<file path="src/rtl/rxq_pkg.sv">
package rxq_pkg;

  typedef enum logic [1:0] {
    IRQ_EVERY_A = 2'b00,
    IRQ_EVERY_B = 2'b01,
    IRQ_NEAR    = 2'b10,
    IRQ_FULL    = 2'b11
  } irq_sel_e;

  // True when a transfer that results in fill level 'fill' should interrupt.
  function automatic logic irq_hit(input irq_sel_e sel, input int fill, input int depth);
    case (sel)
      IRQ_NEAR: return fill == depth - 1;
      IRQ_FULL: return fill == depth;
      default:  return 1'b1;
    endcase
  endfunction

endpackage

</file>
<file path="src/rtl/rxq_store.sv">
module rxq_store #(
  parameter int DEPTH = 4,
  parameter int W     = 11,
  localparam int AW   = (DEPTH > 1) ? $clog2(DEPTH) : 1,
  localparam int CW   = $clog2(DEPTH + 1)
) (
  input  logic          clk,
  input  logic          rst,
  input  logic          push,
  input  logic          pop,
  input  logic [W-1:0]  wdata,
  output logic [CW-1:0] count,
  output logic [CW-1:0] fill_nxt,
  output logic [W-1:0]  head
);

  logic [W-1:0]  mem [DEPTH];
  logic [AW-1:0] wr_ptr, rd_ptr, rd_nxt, wr_nxt;

  assign rd_nxt   = (rd_ptr == AW'(DEPTH - 1)) ? '0 : rd_ptr + 1'b1;
  assign wr_nxt   = (wr_ptr == AW'(DEPTH - 1)) ? '0 : wr_ptr + 1'b1;
  assign fill_nxt = count + CW'(push) - CW'(pop);

  // Plain write port, no reset: maps onto inferred RAM.
  always_ff @(posedge clk) begin
    if (push) mem[wr_ptr] <= wdata;
  end

  always_ff @(posedge clk) begin
    if (rst) begin
      wr_ptr <= '0;
      rd_ptr <= '0;
      count  <= '0;
    end else begin
      if (push) wr_ptr <= wr_nxt;
      if (pop)  rd_ptr <= rd_nxt;
      count <= fill_nxt;
    end
  end

  // Registered head: follows the oldest entry, holds its value once empty.
  always_ff @(posedge clk) begin
    if (rst) begin
      head <= '0;
    end else if (push && (count == '0 || (count == CW'(1) && pop))) begin
      head <= wdata;
    end else if (pop && count > CW'(1)) begin
      head <= mem[rd_nxt];
    end
  end

  p_no_overflow_r1: assert property (@(posedge clk) disable iff (rst)
    push |-> (count < CW'(DEPTH)));

  p_no_underflow_r6: assert property (@(posedge clk) disable iff (rst)
    pop |-> (count != '0));

endmodule

</file>
<file path="src/rtl/rxq_ovr.sv">
module rxq_ovr (
  input  logic clk,
  input  logic rst,
  input  logic chr_valid,
  input  logic full,
  input  logic clr,
  output logic take,
  output logic ovr
);

  assign take = chr_valid && !full && !ovr;

  always_ff @(posedge clk) begin
    if (rst) ovr <= 1'b0;
    else     ovr <= !clr && (ovr || (chr_valid && full));
  end

  p_ovr_sticky_r10: assert property (@(posedge clk) disable iff (rst)
    (ovr && !clr) |=> ovr);

  p_ovr_clear_r10: assert property (@(posedge clk) disable iff (rst)
    clr |=> !ovr);

  p_ovr_set_r8: assert property (@(posedge clk) disable iff (rst)
    (chr_valid && full && !clr) |=> ovr);

endmodule

</file>
<file path="src/rtl/rxq_irq.sv">
module rxq_irq #(
  parameter int DEPTH = 4,
  localparam int CW   = $clog2(DEPTH + 1)
) (
  input  logic          clk,
  input  logic          rst,
  input  logic          take,
  input  logic [1:0]    mode,
  input  logic [CW-1:0] fill_nxt,
  output logic          irq
);
  import rxq_pkg::*;

  irq_sel_e sel;
  assign sel = irq_sel_e'(mode);

  // The mode is sampled only in the cycle a transfer happens.
  always_ff @(posedge clk) begin
    if (rst) irq <= 1'b0;
    else     irq <= take && irq_hit(sel, int'(fill_nxt), DEPTH);
  end

endmodule

</file>
<file path="src/rtl/uart_rx_fifo.sv">
module uart_rx_fifo #(
  parameter int DEPTH  = 4,
  parameter int DATA_W = 9,
  localparam int EW    = DATA_W + 2,
  localparam int CW    = $clog2(DEPTH + 1)
) (
  input  logic              clk,
  input  logic              rst,
  input  logic              chr_valid,
  input  logic [DATA_W-1:0] chr_data,
  input  logic              chr_perr,
  input  logic              chr_ferr,
  output logic              chr_take,
  output logic              chr_hold,
  input  logic [1:0]        irq_mode,
  input  logic              rd_en,
  output logic [DATA_W-1:0] rd_data,
  output logic              rd_perr,
  output logic              rd_ferr,
  output logic              rx_avail,
  output logic              rx_ovr,
  input  logic              ovr_clr,
  output logic              rx_irq
);

  logic [CW-1:0] count, fill_nxt;
  logic [EW-1:0] head;
  logic          full, pop, avail_q;

  assign full = (count == CW'(DEPTH));
  assign pop  = rd_en && (count != '0);

  rxq_ovr u_ovr (
    .clk       (clk),
    .rst       (rst),
    .chr_valid (chr_valid),
    .full      (full),
    .clr       (ovr_clr),
    .take      (chr_take),
    .ovr       (rx_ovr)
  );

  rxq_store #(.DEPTH(DEPTH), .W(EW)) u_store (
    .clk      (clk),
    .rst      (rst),
    .push     (chr_take),
    .pop      (pop),
    .wdata    ({chr_perr, chr_ferr, chr_data}),
    .count    (count),
    .fill_nxt (fill_nxt),
    .head     (head)
  );

  rxq_irq #(.DEPTH(DEPTH)) u_irq (
    .clk      (clk),
    .rst      (rst),
    .take     (chr_take),
    .mode     (irq_mode),
    .fill_nxt (fill_nxt),
    .irq      (rx_irq)
  );

  always_ff @(posedge clk) begin
    if (rst) avail_q <= 1'b0;
    else     avail_q <= (fill_nxt != '0);
  end

  assign rx_avail = avail_q;
  assign chr_hold = rx_ovr;
  assign rd_perr  = head[EW-1];
  assign rd_ferr  = head[EW-2];
  assign rd_data  = head[DATA_W-1:0];

  p_avail_level_r5: assert property (@(posedge clk) disable iff (rst)
    rx_avail == (count != '0));

  p_irq_after_take_r2: assert property (@(posedge clk) disable iff (rst)
    rx_irq |-> $past(chr_take));

  p_near_level_r3: assert property (@(posedge clk) disable iff (rst)
    (rx_irq && $past(irq_mode) == 2'b10) |-> (count == CW'(DEPTH - 1)));

  p_full_level_r4: assert property (@(posedge clk) disable iff (rst)
    (rx_irq && $past(irq_mode) == 2'b11) |-> full);

  p_frozen_r9: assert property (@(posedge clk) disable iff (rst)
    (rx_ovr && !rd_en) |=> $stable(count));

  p_empty_read_r6: assert property (@(posedge clk) disable iff (rst)
    (rd_en && !rx_avail && !chr_take) |=> $stable(head));

endmodule

</file>
<file path="config.mk">
export PLATFORM = sky130hd
export DESIGN_NAME = uart_rx_fifo
export DESIGN_NICKNAME = d
export VERILOG_FILES = /design/src/rtl/rxq_pkg.sv /design/src/rtl/rxq_store.sv /design/src/rtl/rxq_ovr.sv /design/src/rtl/rxq_irq.sv /design/src/rtl/uart_rx_fifo.sv
export SDC_FILE = /design/constraint.sdc
export NUM_CORES = 1
export LEC_CHECK = 0
export ABC_AREA = 1
export BUFFER_PORTS_ARGS = -buffer_cell sky130_fd_sc_hd__buf_2
export CAP_MARGIN = 20
export CORE_UTILIZATION = 58
export DETAILED_ROUTE_END_ITERATION = 7
export GPL_TIMING_DRIVEN = 1
export HOLD_SLACK_MARGIN = 0.02
export PLACE_DENSITY_LB_ADDON = 0.1
export SLEW_MARGIN = 20
export SYNTH_ARGS = -nofsm -noshare
export SYNTH_HDL_FRONTEND = slang
export SYNTH_SLANG_ARGS = --single-unit
export TNS_END_PERCENT = 50
</file>
<file path="constraint.sdc">
create_clock -name clk -period 2.6 [get_ports clk]
set_input_delay 0.52 -clock clk [delete_from_list [all_inputs] [get_ports clk]]
set_output_delay 0.52 -clock clk [all_outputs]
set_load 0.02 [all_outputs]
</file>
==> metrics.csv <==
metric,value,unit
path_class,reg -> reg,
synth.largest_area_cell,edfxtp_1,
stdcell_count,453,
arrival,2.55,ns
num_vias,2206,
hold_class,in -> reg,
crit_path_end_kind,register,
cts_tree,built,
syn-cell-area,3020,sq um
period_share,0.877,
hp-start,ovr_clr,
cellLeakagePower,0.00161,uW
r2r_slack,0.32,ns
tns,0,ns
p_per_area,1100,nW/um^2
final_nets,408,
critPathMaxStageDelay,0.48,ns
avgSynthCellArea,8.82,sq um
first_global_vias,2021,
ios,34,
core_area,4880,sq um
fp-row-count,25,
grt_max_degree,40,
utilization,0.699,
netlist_top_cells_area,"edfxtp_1 (44%), dfxtp_1 (14%), nand2_1 (13%), inv_1 (6.5%), nor2_1 (6.1%)",
reg2regPathDepth,14,
yosysTopAreaCellShare,0.437,
grt_overflow_total,0,
rsz0062_at_grt,no,
holdPathStages,2,
r2r_start,u_store.count[2],
cts_buffers,9,
post_cts_buffers,0,
whs_endpoint,u_ovr.ovr,
final.min_clock_period,2.28,ns
peakVddDrop,580,uV
cts_buffer_depth,2,
remaining_drc_errors,0,
avgViaCountPerCell,4.87,
skew,0.00856,ns
numPortBuffers,33,
finalSetupViolCount,0,
yosys.cell_types.count,30,
cp_num_cells,14,
final_cell_mix,"nand2_1 (105), inv_1 (51), nor2_1 (49)",
dieWidth,74.2,microns
place_inst,437,
path_common_cell,nand2_1,
fillers,385,
worstReg2RegEnd,u_irq.irq,
crit_family,adder cells,
finalHoldViolations,0,
clockRootBuffer,clkbuf_8,
cts_hold_buffers,0,
cp_slowest_cell,fa_1,
die-area,5510,sq um
n_antenna_cell,0,
cts.sinks,65,
tightest_slew,0.673,ns
die_h,74.2,microns
path_cells,"inv_2, nand2_1, o21ai_1, inv_1, nand2_1, nand2_1, ha_1, fa_1, inv_1, nor3_1, nand2_1, o211ai_1, nand3_1, inv_1",
synth_nets,370,
path_clk_slew,0.07,ns
ff_latch_area,1740,sq um
slew_viol_final,0,
multiInputGateArea,1010,sq um
yosysWarnings,0,
dr.pass1.iters,5,
max_freq,439,MHz
grt_pass1_wl,9090,microns
yosysSeqAreaShare,0.576,
syn_to_final_growth,12.8,%
dp.final_hpwl,3750,microns
cp.buffers_inverters,4,
cp_data_required_time,2.87,ns
drtIter0Drc,112,
yosys_register_bits,65,
drive_gt1_frac,0.181,
drv_cap,0,
final_common_cell,nand2_1,
clock_latency,0.34,ns
worstSetupStartpointType,register,
crit_fanout,5,
syn_inst,343,
antenna_found_initial,0,
slew_headroom,0.551,
drt_wl_total,5620,microns
cts_max_level,3,
status,"complete, no violations",
groute.usage.overall,0.231,
routabilityCongestion,0.797,
wl_per_cell,12.4,microns
start_util,0.620,
antenna_left,0,
==> power breakdown <==
group,switching (uW),internal [uW],leakage (uW),total (uW)
Clock,369,370,0.0000834,739
Sequential,94.7,1320,0.000576,1410
Combinational,1070,522,0.000948,1600
Total,1540,2210,0.00161,3750
==> cells by family after synthesis <==
family	share of synthesized area
xor+xnor	0.00290
buf+inv	0.0890
flops	0.576
fa+ha+maj	0.0397
compound gates	0.0335
simple gates	0.259
==> what timing repair did <==
action,CTS,global route
hold endpoints to repair,0,0
resized for setup,0,2
setup endpoints to repair,0,1
==> worst reg2reg max path, cell delays in order, from the launching register on <==
cell	delay, ns
dfxtp_1	0.37
inv_2	0.09
nand2_1	0.09
o21ai_1	0.16
inv_1	0.11
nand2_1	0.11
nand2_1	0.06
ha_1	0.19
fa_1	0.48
inv_1	0.07
nor3_1	0.15
nand2_1	0.07
o211ai_1	0.09
nand3_1	0.09
inv_1	0.08
==> cell type report <==
type	instances	area share
clock inverter	3	0.00513
timing repair buffer	38	0.0594
sequential	65	0.510
tap	67	0.0246
multi-input combinational	213	0.297
clock buffer	13	0.0436
inverter	54	0.0598
==> layer usage <==
layer  part of all wire  GRT usage  up-vias
met5                  0          0        -
met4              0.013     0.0881        0
met3              0.027     0.0610        7
met2               0.51      0.394       37
met1               0.45      0.282     1026
li1                   -          -     1136
==> synth_stat cells (all sizes together) <==
cell	n
nand2	107
o211ai	1
nor2	52
o21ai	5
dfxtp	21
edfxtp	44
or2	8
xor2	1
ha	8
clkbuf	4
a211oi	2
nand3	18
clkinv	1
fa	1
a31oi	1
buf	7
nor3	1
inv	53
a21oi	8
==> worst max path at each step <==
stage                     slack, ns        end              from
final                          0.32  u_irq.irq  u_store.count[2]
after global routing           0.06  u_irq.irq  u_store.count[2]
after CTS                      0.20  u_irq.irq  u_store.count[1]
after detailed placement       0.26  u_irq.irq  u_store.count[1]
after global placement         0.34  u_irq.irq         chr_valid
after floorplan                0.48  u_irq.irq  u_store.count[1]
==> through the flow <==
step / power [uW] / instance area (sq um) / setup slack [ns] / hold WS (ns)
after floorplan: 2670 / 3020 / 0.480 / 0.490
after global placement: 2990 / 3250 / 0.341 / 0.476
after detailed placement: 3040 / 3250 / 0.260 / 0.487
after CTS: 3770 / 3410 / 0.202 / 0.333
after global routing: 4070 / 3410 / 0.0562 / 0.340
final: 3750 / 3410 / 0.320 / 0.341
==> flip-flops by register name (all words and copies together), names as in the netlist <==
register	flops
u_store.rd_ptr	2
u_ovr.ovr	1
u_irq.irq	1
u_store.count	3
u_store.head	11
rx_avail	1
u_store.mem	44
u_store.wr_ptr	2
Note: power is estimated with default switching activity, not from simulation.
